### config.mk
export PLATFORM = sky130hd
export DESIGN_NAME = banked_irq_ctrl
export DESIGN_NICKNAME = d
export VERILOG_FILES = /design/src/rtl/banked_irq_pkg.sv /design/src/rtl/banked_irq_decode.sv /design/src/rtl/banked_irq_core.sv /design/src/rtl/banked_irq_ctrl.sv
export SDC_FILE = /design/constraint.sdc
export NUM_CORES = 1
export LEC_CHECK = 0
export ABC_AREA = 0
export BUFFER_PORTS_ARGS = -buffer_cell sky130_fd_sc_hd__buf_2
export CAP_MARGIN = 40
export CORE_MARGIN = 2
export CORE_UTILIZATION = 35
export CTS_CLUSTER_DIAMETER = 120
export DETAILED_ROUTE_END_ITERATION = 7
export GPL_TIMING_DRIVEN = 0
export PLACE_DENSITY_LB_ADDON = 0.3
export RECOVER_POWER = 100
export SETUP_SLACK_MARGIN = 0.5
export SYNTH_ARGS = -nofsm -noshare
export SYNTH_HDL_FRONTEND = slang
export SYNTH_SLANG_ARGS = --single-unit
### constraint.sdc
create_clock -name clk -period 5 [get_ports clk]
set_clock_uncertainty 0.05 [all_clocks]
set_input_delay 1.25 -clock clk [delete_from_list [all_inputs] [get_ports clk]]
set_output_delay 1.25 -clock clk [all_outputs]
set_load 0.03 [all_outputs]
### src/rtl/banked_irq_pkg.sv
package banked_irq_pkg;
  localparam int NUM_BANKS      = 3;
  localparam int LINES_PER_BANK = 8;
  localparam int NUM_LINES      = NUM_BANKS * LINES_PER_BANK;
  localparam int LINE_W         = $clog2(NUM_LINES);
  localparam int LOCAL_W        = $clog2(LINES_PER_BANK);
  localparam int BANK_W         = $clog2(NUM_BANKS);
  localparam int ADDR_W         = 16;
  localparam int DATA_W         = 8;
  localparam int VEC_W          = 12;
  localparam int VEC_SHIFT      = 4;
  localparam logic [VEC_W-1:0]  VEC_BASE = 12'h800;

  localparam logic [ADDR_W-1:0] MASTER_CMD_ADDR = 16'h0534;
  localparam logic [ADDR_W-1:0] MASTER_CFG_ADDR = 16'h0535;
  localparam logic [DATA_W-1:0] CASCADE_ON_CODE = 8'h44;
  localparam logic [DATA_W-LOCAL_W-1:0] EOI_TAG = 5'b11100;

  function automatic logic [ADDR_W-1:0] bankCmdAddr(input int b);
    case (b)
      0:       return 16'h0536;
      1:       return 16'h053A;
      default: return 16'h053C;
    endcase
  endfunction

  function automatic logic [ADDR_W-1:0] bankMaskAddr(input int b);
    return bankCmdAddr(b) + 16'd1;
  endfunction

  function automatic logic [LOCAL_W-1:0] cascadeInput(input int b);
    case (b)
      0:       return 3'd1;
      1:       return 3'd3;
      default: return 3'd4;
    endcase
  endfunction

  typedef struct packed {
    logic [NUM_BANKS-1:0] maskWr;
    logic [NUM_BANKS-1:0] slaveEoi;
    logic [NUM_BANKS-1:0] masterEoi;
    logic                 cfgWr;
    logic [LOCAL_W-1:0]   eoiLine;
    logic [DATA_W-1:0]    data;
  } ctrlStrobes_t;
endpackage

### src/rtl/banked_irq_decode.sv
module banked_irq_decode
  import banked_irq_pkg::*;
(
  input  logic              busWr,
  input  logic [ADDR_W-1:0] busAddr,
  input  logic [DATA_W-1:0] busWdata,
  output ctrlStrobes_t      strb
);
  logic isEoi;

  assign isEoi = (busWdata[DATA_W-1:LOCAL_W] == EOI_TAG);

  always_comb begin
    strb         = '0;
    strb.data    = busWdata;
    strb.eoiLine = busWdata[LOCAL_W-1:0];
    strb.cfgWr   = busWr && (busAddr == MASTER_CFG_ADDR);
    for (int b = 0; b < NUM_BANKS; b++) begin
      strb.maskWr[b]    = busWr && (busAddr == bankMaskAddr(b));
      strb.slaveEoi[b]  = busWr && isEoi && (busAddr == bankCmdAddr(b));
      strb.masterEoi[b] = busWr && isEoi && (busAddr == MASTER_CMD_ADDR) &&
                          (busWdata[LOCAL_W-1:0] == cascadeInput(b));
    end
  end
endmodule

### src/rtl/banked_irq_core.sv
module banked_irq_core
  import banked_irq_pkg::*;
(
  input  logic                 clk,
  input  logic                 rstN,
  input  ctrlStrobes_t         strb,
  input  logic [ADDR_W-1:0]    busAddr,
  input  logic [NUM_LINES-1:0] irqReq,
  input  logic                 intAck,
  output logic [DATA_W-1:0]    busRdata,
  output logic                 vecValid,
  output logic [VEC_W-1:0]     vecOut,
  output logic                 cascadeOn
);
  logic [NUM_LINES-1:0] maskReg;
  logic [NUM_LINES-1:0] slaveIsr;
  logic [NUM_BANKS-1:0] masterIsr;
  logic [DATA_W-1:0]    cfgReg;
  logic [LINE_W-1:0]    curLine;
  logic [NUM_LINES-1:0] eligible;
  logic [NUM_BANKS-1:0] bankFree;
  logic                 found;
  logic [LINE_W-1:0]    pick;
  logic [BANK_W-1:0]    curBank;

  assign cascadeOn = (cfgReg == CASCADE_ON_CODE);
  assign curBank   = curLine[LINE_W-1:LOCAL_W];
  assign vecOut    = VEC_BASE + (VEC_W'(curLine) << VEC_SHIFT);

  for (genvar b = 0; b < NUM_BANKS; b++) begin : g_bank
    assign bankFree[b] = ~|slaveIsr[b*LINES_PER_BANK +: LINES_PER_BANK] & ~masterIsr[b];
    assign eligible[b*LINES_PER_BANK +: LINES_PER_BANK] =
      irqReq[b*LINES_PER_BANK +: LINES_PER_BANK] &
      ~maskReg[b*LINES_PER_BANK +: LINES_PER_BANK] &
      {LINES_PER_BANK{bankFree[b] & cascadeOn}};
  end

  always_comb begin
    found = 1'b0;
    pick  = '0;
    for (int i = NUM_LINES - 1; i >= 0; i--) begin
      if (eligible[i]) begin
        found = 1'b1;
        pick  = LINE_W'(i);
      end
    end
  end

  always_comb begin
    busRdata = '0;
    for (int b = 0; b < NUM_BANKS; b++)
      if (busAddr == bankMaskAddr(b)) busRdata = maskReg[b*LINES_PER_BANK +: LINES_PER_BANK];
    if (busAddr == MASTER_CFG_ADDR) busRdata = cfgReg;
  end

  always_ff @(posedge clk) begin
    if (!rstN) begin
      maskReg   <= '1;
      slaveIsr  <= '0;
      masterIsr <= '0;
      cfgReg    <= '0;
      curLine   <= '0;
      vecValid  <= 1'b0;
    end else begin
      if (strb.cfgWr) cfgReg <= strb.data;
      for (int b = 0; b < NUM_BANKS; b++) begin
        if (strb.maskWr[b]) maskReg[b*LINES_PER_BANK +: LINES_PER_BANK] <= strb.data;
        if (strb.slaveEoi[b]) slaveIsr[b*LINES_PER_BANK + int'(strb.eoiLine)] <= 1'b0;
        if (strb.masterEoi[b]) masterIsr[b] <= 1'b0;
      end
      if (vecValid && intAck) begin
        vecValid          <= 1'b0;
        slaveIsr[curLine] <= 1'b1;
        for (int b = 0; b < NUM_BANKS; b++)
          if (int'(curBank) == b) masterIsr[b] <= 1'b1;
      end else if (!vecValid && found) begin
        vecValid <= 1'b1;
        curLine  <= pick;
      end
    end
  end
endmodule

### src/rtl/banked_irq_ctrl.sv
module banked_irq_ctrl
  import banked_irq_pkg::*;
(
  input  logic                 clk,
  input  logic                 rstN,
  input  logic                 busWr,
  input  logic [ADDR_W-1:0]    busAddr,
  input  logic [DATA_W-1:0]    busWdata,
  output logic [DATA_W-1:0]    busRdata,
  input  logic [NUM_LINES-1:0] irqReq,
  input  logic                 intAck,
  output logic                 intOut,
  output logic [VEC_W-1:0]     vecOut
);
  ctrlStrobes_t strb;
  logic         vecValid;
  logic         cascadeOn;

  banked_irq_decode decode_i (
    .busWr(busWr), .busAddr(busAddr), .busWdata(busWdata), .strb(strb)
  );

  banked_irq_core core_i (
    .clk(clk), .rstN(rstN), .strb(strb), .busAddr(busAddr), .irqReq(irqReq),
    .intAck(intAck), .busRdata(busRdata), .vecValid(vecValid), .vecOut(vecOut),
    .cascadeOn(cascadeOn)
  );

  assign intOut = vecValid;
endmodule

## Yosys cells after proc, flatten, opt, wreduce, memory -nomap -nowiden

Index checks and enable logic that the tools add are counted.

- Flip-flop bits (word level): 65
- Bits of input ports: 52

- Add/sub/neg operators: 3
- Order comparisons: 8
- Equal/unequal tests: 15
- Multiplexer cells: 74
- Bitwise gates (word level): 27
- Reductions and logical operators: 28

Operator list:

| kind | number |
|---|---|
| 2-to-1 mux 24 bit | 7 |
| equality test 16 x 11 -> 1 bit, second input constant | 8 |
| 2-to-1 mux 5 bit | 24 |
| bitwise AND 24 bit | 3 |
| >= comparator 32 x 1 -> 1 bit, second input constant | 2 |
| less-than comparator 32 x 7 -> 1 bit, second input constant | 2 |
| bitwise AND 8 bit | 6 |
| inverter 24 bit | 2 |
| 2-to-1 mux 1 bit | 34 |
| 2-to-1 mux 8 bit | 4 |
| inverter 8 -> 24 bit | 1 |
| inverter 8 bit | 3 |
| bitwise OR 24 bit | 1 |
| OR reduction 8 bit | 3 |
| logical AND 1 bit | 18 |
| demux 1 bit (select 5 bit) | 3 |
| adder 12 x 9 -> 12 bit, first input constant | 1 |
| equality test 8 x 7 -> 1 bit, second input constant | 1 |
| adder 5 x 3 -> 6 bit, first input constant | 1 |
| bitwise AND 1 bit | 6 |
| less-than comparator 3 x 6 -> 1 bit, second input constant | 1 |
| less-than comparator 5 x 6 -> 1 bit, second input constant | 1 |
| adder 4 x 3 -> 5 bit, first input constant | 1 |
| equality test 5 bit, second input constant | 1 |
| 13 further kinds | 21 |

## Longest topological paths before layout

Gate-level depths: netlist of the first run.

- Depth in word-level cells: 31
- Gate-level depth with buffers: 7
- Depth with buffers taken out: 7

## By module

Synthesis of the first run repeated with hierarchy kept, for this count alone.

- Cell total of the unflattened synthesis: 466
- Area total of the unflattened synthesis: 3,844.9 um2

By module, submodules not included:

| module | times used | cells an instance | area each (um2) | seq. area each (um2) |
|---|---|---|---|---|
| banked_irq_core | 1 | 427 | 3,510.9 | 1,301.2 |
| banked_irq_decode | 1 | 39 | 334.1 | 0.0 |

## Worst setup path after synthesis of the first run

OpenSTA, ideal clock, no wires.

- Path type: input-to-output
- Start point: input busAddr[7]
- End point: output busRdata[0]
- Arrival time: 2.811 ns
- Required time: 3.700 ns
- Setup slack: 0.889 ns
- Cell stages on the path: 5
- Path buffers: 0
- Cells stage by stage: nor3_1 nand2_1 nor2_1 a22oi_1 o21ai_0

- Cells in the longest elaborated chain, start to end: 5
- Elaborated cells between the ends (all ways): 8
- Those cells by class: 4 x eq/ne; 4 x mux

Ends and longest elaborated chain:

| what | line | source |
|---|---|---|
| start: declaration | banked_irq_ctrl.sv:7 | `input logic [ADDR_W-1:0] busAddr,` |
| equality test 16 x 11 -> 1 bit | banked_irq_core.sv:52 | `if (busAddr == bankMaskAddr(b)) busRdata = maskReg[b*LINES_PER_BANK +: LINES_PER_BANK];` |
| 2-to-1 mux 8 bit (3 in a row) | banked_irq_core.sv:52 |  |
| 2-to-1 mux 8 bit (*) | banked_irq_core.sv:53 | `if (busAddr == MASTER_CFG_ADDR) busRdata = cfgReg;` |
| end: declaration | banked_irq_ctrl.sv:9 | `output logic [DATA_W-1:0] busRdata,` |

Mark *: on every way between the ends. The rest lies on a longest branch, timed or not.

## Worst setup path in the final report of the first run

- Start point: input busAddr[13]
- End point: output busRdata[1]

The elaborated chain is that of the path after synthesis.

==> out/metrics.cfg, run 1 <==
[clocking]
cts_tree=built
numCtsBuffers=9
cts_hold_buf=0
cts.sinks=65
clockBufferDepth=2
cts.reportedPaths.clkPinSlew_ps=70
clock_latency_ps=340
h-tree-depth=3
cts-root-buf=clkbuf_8

[placement]
place_congestion=0.863
placed_cells=654
placed_area_um2=4000
port_buffers=65
dpl.hpwl_mm=8.18

[setup_path]
reg2reg_depth=7
worst-path-max-fanout=10
ff2ff_setup_slack_ps=2620
r2r_end=core_i.curLine[2]
crit_path_start_kind=primary input
worst_setup_path_end_kind=primary output
crit_type=primary input to primary output
cp.arrival_ps=3150
rr_startpoint=core_i.cfgReg[3]
required_ps=3700

[yosys]
ys_ff_latch=65
synth_cells=451
synth-edff-count=0
synth_top_area_share_pct=37.3
ys_types=50
ys_warn_count=0
yosys.area.top_type=dfxtp_1
ys.flop_type=dfxtp_1
ys_seq_area_share_pct=37.3
netlist_area_um2=3490
async_flop_share_pct=0
netlist_top_cells_area=dfxtp_1 37%, nand2_1 8.7%, a21oi_1 6.7%
avgSynthCellArea_um2=7.73

[min_path]
hold_path_class=flop to flop
min-delay-start=core_i.slaveIsr[11]
holdPathStages=2
hold_end=core_i.slaveIsr[11]

[power_and_ir_drop]
peakVddDrop_uv=124
p_per_area_nw_per_um2=260
p_total_mw=1.10
leakagePower_nw=1.70

[timing]
tightest_slew_ps=897
setup_viol=0
setup_tns_ps=0
period_needed_ps=4450
slew_viol_final=0
fmax_mhz=224
hold_viol=0
fin_crit_sh_pct=89.1
rsz0062_at_grt=no
slew_headroom_pct=39.8

[detailed_routing]
vias=3609
vias_per_cell=5.36
drt_iter0_markers=276
post-route-drc-count=0
finalWirelength_mm=10.7
ant_nets=0
dr.pass1.iters=5
wire_per_inst_um=15.9

[final_layout]
drive_gt1_share_pct=18.1
final_cells=673
final_common_cell=nand2_1
fin_util_pct=43.4
syn_to_final_growth_pct=21.1
finalNetCount=587
final_cell_mix=81 x nand2_1, 65 x dfxtp_1, 60 x buf_2
design_area_um2=4230
num_antenna_cells=0

[global_route]
grt_max_degree=12
use_met1_pct=25.7
top_usage_layer=met2
grt_usage_pct=20.0
grt_pass1_wl_mm=17.3
grt_pass1_vias=3436
antenna_found_initial=0
grtUsageMet3_pct=4.91
globalRouteMet2Util_pct=32.8
overflow=0

[status]
status=complete, no violations

[floorplan]
core_um2=9730
ios=73
die_area_um2=10800
row_count=36
die_y_um=104
start_util_pct=35.9
die_w_um=104

[job]
max_cap_viol_count=0

==> synthesized netlist by cell type, types with 2 or more instances <==
cell       number
and3b_1         3
nor4_1          7
nor3b_1         3
nor4_4          2
o2bb2ai_1       2
nor2b_1        22
nand4_1         6
buf_2           2
nand2_1        81
dfxtp_1        65
nand3_2         2
nand2b_1        5
nor3_1          4
nand3b_1        6
o21ai_0        41
a211oi_1        2
a22oi_1        17
buf_4           7
nor2_1         23
conb_1          2
clkbuf_1       17
nand3_1        31
a21oi_1        47
mux2i_1        16
inv_1           8
nor4b_4         2
or3_1           5
==> report_power, final <==
group | leakage [nW] | switching (mW) | internal (mW) | total, mW
combinational | 1.06 | 0.0414 | 0.0262 | 0.0676
clock | 0.115 | 0.209 | 0.306 | 0.515
sequential | 0.524 | 0.00000253 | 0.517 | 0.517
==> cell families (layout without fill, tap and decap cells) <==
| logic type | count (synthesis) | in the layout | share of synthesized area [%] |
|---|---|---|---|
| compound gates | 121 | 121 | 20.2 |
| buf+inv | 34 | 118 | 4.48 |
| flops | 65 | 65 | 37.3 |
| mux | 16 | 16 | 4.59 |
| other cells | 2 | 7 | 0.215 |
| simple gates | 213 | 213 | 33.2 |
==> metal layers <==
metal	wire [µm]	vias to the layer above
li1	-	1769
met1	4800	1691
met2	5060	135
met3	683	14
met4	161	0
met5	0	-
==> how the worst max path moves through the flow <==
stage                     start          end  slack [ps]  cells after the start
finish              busAddr[13]  busRdata[1]         550                      8
global route        busAddr[13]  busRdata[6]         320                      8
CTS                 busAddr[13]  busRdata[1]         520                      8
detailed placement  busAddr[13]  busRdata[1]         520                      8
global placement    busAddr[13]  busRdata[3]         530                      8
floorplan            busAddr[7]  busRdata[0]         890                      5
==> through the flow <==
step / worst slack [ps] / hold slack (ps)
floorplan: 889 / 398
global placement: 529 / 413
detailed placement: 517 / 416
CTS: 518 / 428
global route: 317 / 448
finish: 545 / 434
==> what timing repair did <==
action,in CTS,in global routing
setup buffers,0,3
setup endpoints to repair,0,8
gates resized for setup,0,4
==> worst max-delay path: stages <==
cell	delay (ps)
buf_2	100
nor4_1	520
nand3_2	250
nor3b_4	300
buf_2	260
a22oi_1	100
o21ai_0	130
buf_2	250
==> final cells by class <==
| class | count | area (µm²) |
|---|---|---|
| Tap cell | 133 | 166 |
| Clock buffer | 11 | 151 |
| Buffer | 26 | 126 |
| Timing Repair Buffer | 68 | 335 |
| Inverter | 8 | 30.0 |
| Sequential cell | 65 | 1300 |
| Multi-Input combinational cell | 357 | 2040 |
| Clock inverter | 5 | 77.6 |
| Fill cell | 1018 | 5500 |
==> sequential cells by signal (all words and copies together), names as in the netlist <==
register,count
core_i.maskReg,24
core_i.slaveIsr,24
core_i.vecValid,1
core_i.curLine,5
core_i.cfgReg,8
core_i.masterIsr,3
No activity file was read; power rests on OpenSTA's default activity.
==> inputs of run 2 (changes only) <==
SYNTH_HIERARCHICAL = 1   (was not set)
==> run 2 against run 1 <==
  * Critical path depth unchanged
  * Routed wire length increased by 7.6%
  * Final area increased by 6.9%
  * Count of clock-buffer cells in the layout increased by 3
  * Synthesized cell count increased by 3.1%
  * Critical endpoint is now busRdata[6]
  * Largest power group unchanged
==> out/metrics.cfg, run 2 <==
[status]
status=complete, no violations

[setup_path]
worst-path-max-fanout=6
crit_buf_inv=3
crit_chain=buf_2 > nand4bb_1 > nor3_1 > nand4_1 > nor4_4 > clkbuf_1 > mux2i_1 > clkbuf_1
cp_top_family=simple AND/OR/NAND/NOR gates
cp_slowest_cell=clkbuf_1
cp.arrival_ps=3250
timing.critical_path.mode_cell=clkbuf_1
required_ps=3700
slowest_delay_ps=380
worst_setup_path_end_kind=primary output
rr_startpoint=core_i/maskReg[23]
setup.worst_path.start=busAddr[11]
crit_path_start_kind=primary input
crit_type=primary input to primary output

[floorplan]
start_util_pct=35.6
die_w_um=109
row_count=38
core_um2=10800
die_y_um=109
die_area_um2=11800
ios=73

[clocking]
cts_resized=0
cts.sinks=65
cts_hold_buf=0
clockBufferDepth=2
cts-root-buf=clkbuf_8
cts.reportedPaths.clkPinSlew_ps=70
h-tree-depth=3
clock_latency_ps=340
cts_setup_buffers=0
cts_tree=built
numCtsBuffers=9

[final_layout]
syn_to_final_growth_pct=17.6
num_antenna_cells=0
drive_gt1_share_pct=19.1
final_common_cell=dfxtp_1
final_cells=694
finalNetCount=601
fillers=1130
reg.largest.list=core_i/maskReg x24, core_i/slaveIsr x24, core_i/cfgReg x8
final_cell_mix=65 x dfxtp_1, 62 x nor2_1, 59 x nand2_1

[yosys]
avgSynthCellArea_um2=8.26
netlist_area_um2=3840
synth_cells=465
ys_warn_count=6

[power_and_ir_drop]
leakagePower_nw=1.68
p_per_area_nw_per_um2=227
peakVddDrop_uv=126

[timing]
fin_crit_sh_pct=90.9
worst_slack_ps=453
fmax_mhz=220
slew_viol_final=0
tightest_slew_ps=1340
setup_viol=0
slew_headroom_pct=8.61
rsz0062_at_grt=no
hold_viol=0
period_needed_ps=4550

[global_route]
grt_pass1_vias=3689
grt_max_degree=11
grt_pass1_wl_mm=18.6
grt_usage_pct=20.4
overflow=0
antenna_found_initial=0

[detailed_routing]
vias=3762
wire_per_inst_um=16.6
finalWirelength_mm=11.5
ant_nets=0
dr.pass1.iters=5
vias_per_cell=5.42
drt_iter0_markers=299
post-route-drc-count=0

[min_path]
min-delay-start=core_i/masterIsr[2]
hold_path_class=flop to flop

[placement]
port_buffers=64
placed_cells=678
place_ws_ps=599
place_congestion=0.931
dpl.hpwl_mm=8.96

[job]
max_cap_viol_count=0

## run 2: power by group
group          switching [mW]  internal (mW)  leakage [nW]  total (mW)
Combinational          0.0454         0.0323          1.05      0.0776
Clock                   0.197          0.233         0.102       0.431
Sequential         0.00000209          0.517         0.524       0.517
Total                   0.243          0.783          1.68        1.03
## run 2: routing by layer
metal	GRT usage [%]	vias to the layer above	part of all wire [%]
met4	6.78	0	1.7
met2	33.0	151	45
met1	27.5	1783	46
met5	0	-	0
li1	-	1811	-
met3	3.65	17	6.5
## run 2: final timing paths
check / endpoint / slack [ps] / cells after the start
max: busRdata[6] / 450 / 8
min: core_i/masterIsr[2] / 450 / 2
max reg2reg: core_i/curLine[1] / 1910 / 6
min reg2reg: core_i/masterIsr[2] / 450 / 2
## run 2: area by class of cell
class / instances / area, µm² / share of cell area (%)
plain buffers: 34 / 210 / 4.66
clock buffers: 14 / 183 / 4.05
clock inverters: 2 / 10.0 / 0.222
inverters: 25 / 93.8 / 2.08
multi-input cells: 346 / 2210 / 48.9
flip-flops and latches: 65 / 1300 / 28.8
well taps: 140 / 175 / 3.88
repair buffers: 68 / 335 / 7.43
## run 2: stage by stage
step | power [mW] | TNS [ps] | util [%] | instance area, µm² | hold slack, ps
final | 1.03 | 0 | 41.8 | 4520 | 446
after CTS | 1.03 | 0 | 42.6 | 4590 | 448
after floorplan | 0.571 | 0 | - | 3860 | 405
after global placement | 0.607 | -1760 | 40.4 | 4360 | 422
after global routing | 1.06 | 0 | 41.8 | 4520 | 475
after detailed placement | 0.609 | 0 | 40.8 | 4400 | 432
## run 2: tightest hold or removal path: cells and delay by family (launching register included)
kind               cells  cell delay (ps)
and+or+nand+nor        1               70
DFF                    1              330
AOI/OAI and AO/OA      1               60
==> inputs of run 3 (changes only) <==
==> constraint.sdc (replaced) <==
create_clock -name clk -period 5 [get_ports clk]
set_clock_uncertainty 0.05 [all_clocks]
set_input_delay 0.5 -clock clk [delete_from_list [all_inputs] [get_ports clk]]
set_output_delay 0.5 -clock clk [all_outputs]
set_load 0.03 [all_outputs]
==> run 3 against run 2 <==
  * Final cell count unchanged
  * Critical endpoint is now busRdata[1]
  * Highest routed layer unchanged
  * Fmax up 37%
  * Largest cell class unchanged
  * Worst setup slack better by 1200 ps
  * Non-clock buffer count stayed put
  * Routed wire length grew 0.51%
  * Register-to-register slack got worse by 20 ps
==> out/metrics.cfg, run 3 (synthesized netlist as in run 2, its figures left out) <==
[status]
status=complete, no violations

[floorplan]
row_count=38
core_um2=10800
ios=73
die_area_um2=11800
die_w_um=109
die_y_um=109
start_util_pct=35.6

[timing]
tightest_slew_ps=956
rsz0062_at_grt=no
slew_viol_final=0
setup_viol=0
fmax_mhz=301
fin_crit_sh_pct=66.5
worst_slack_ps=1680
fin_hold_ws_ps=446
hold_viol=0
period_needed_ps=3320
slew_headroom_pct=35.8
setup_tns_ps=0

[setup_path]
crit_type=primary input to primary output
r2r_end=core_i/curLine[2]
slowest_delay_ps=610
cp.arrival_ps=2770
worst_setup_path_end_kind=primary output
required_ps=4450
reg2reg_depth=7
rr_startpoint=core_i/cfgReg[4]
timing.critical_path.mode_cell=clkbuf_1
ff2ff_setup_slack_ps=1890
cp_slowest_cell=nor4_1
crit_chain=buf_2 > nand4bb_1 > nor3_1 > nand4_1 > nor4_1 > clkbuf_1 > mux2i_1 > clkbuf_1
crit_path_start_kind=primary input
worst-path-max-fanout=6

[power_and_ir_drop]
leakagePower_nw=1.66
p_per_area_nw_per_um2=228
p_total_mw=1.02
peakVddDrop_uv=126

[final_layout]
finalNetCount=601
ff_latch_area_um2=1300
multi_input_area_um2=2190
final_cells=694
drive_gt1_share_pct=18.4
design_area_um2=4490
final_cell_mix=65 x dfxtp_1, 62 x nor2_1, 59 x nand2_1
fin_util_pct=41.6
reg.largest.list=core_i/maskReg x24, core_i/slaveIsr x24, core_i/cfgReg x8
fillers=1132
num_antenna_cells=0
final_common_cell=dfxtp_1
syn_to_final_growth_pct=16.8

[clocking]
cts-root-buf=clkbuf_8
clock_latency_ps=340
cts_setup_buffers=0
cts_hold_buf=0
cts_resized=0
cts.reportedPaths.clkPinSlew_ps=70
numCtsBuffers=9
cts_tree=built
clockBufferDepth=2
h-tree-depth=3
cts.sinks=65

[global_route]
top_usage_layer=met2
grt_pass1_vias=3689
grt_pass1_wl_mm=18.6
grt_usage_pct=20.4
grt_max_degree=11
antenna_found_initial=0
grtUsageMet3_pct=3.65
globalRouteMet2Util_pct=33.0
use_met1_pct=27.5
overflow=0

[min_path]
holdPathStages=2
hold_path_class=flop to flop
hold_end=core_i/masterIsr[2]
min-delay-start=core_i/masterIsr[2]

[detailed_routing]
wire_per_inst_um=16.7
vias_per_cell=5.41
drt_iter0_markers=287
post-route-drc-count=0
dr.pass1.iters=5
vias=3757
ant_nets=0
finalWirelength_mm=11.6

[placement]
dpl.hpwl_mm=8.96
placed_cells=678
port_buffers=64
place_congestion=0.931
place_ws_ps=2100
placed_area_um2=4400

[job]
max_cap_viol_count=0

[run 3: layout make-up]
| class | count | area share [%] |
|---|---|---|
| plain buffers | 34 | 4.52 |
| clock buffers | 14 | 4.07 |
| clock inverters | 2 | 0.223 |
| inverters | 25 | 2.09 |
| multi-input cells | 346 | 48.8 |
| flip-flops and latches | 65 | 29.0 |
| well taps | 140 | 3.90 |
| repair buffers | 68 | 7.39 |
[run 3: worst max path at each step]
stage	from	slack, ps	cells after the start	end
2_1_floorplan	busAddr[11]	2070	6	busRdata[0]
3_3_place_gp	busAddr[11]	1220	8	busRdata[3]
3_5_place_dp	busAddr[11]	2100	8	busRdata[1]
4_1_cts	busAddr[11]	2080	8	busRdata[1]
5_1_grt	busAddr[11]	1460	8	busRdata[4]
6_report	busAddr[11]	1680	8	busRdata[1]
[run 3: per-layer routing]
metal / vias to the layer above / routed length, µm / share of wire (%)
li1: 1808 / - / -
met1: 1789 / 5460 / 47
met2: 144 / 5200 / 45
met3: 16 / 717 / 6.2
met4: 0 / 185 / 1.6
met5: - / 0 / 0
[run 3: critical path: cells and delay by family]
family / cells / cell delay, ps
and+or+nand+nor: 4 / 1150
buffers and inverters: 3 / 840
muxes: 1 / 270
[run 3: report_power, final]
| group | internal [mW] | total (mW) | switching (mW) |
|---|---|---|---|
| Combinational | 0.0322 | 0.0775 | 0.0452 |
| Sequential | 0.518 | 0.518 | 0.00000212 |
| Clock | 0.233 | 0.428 | 0.195 |
| Total | 0.783 | 1.02 | 0.240 |
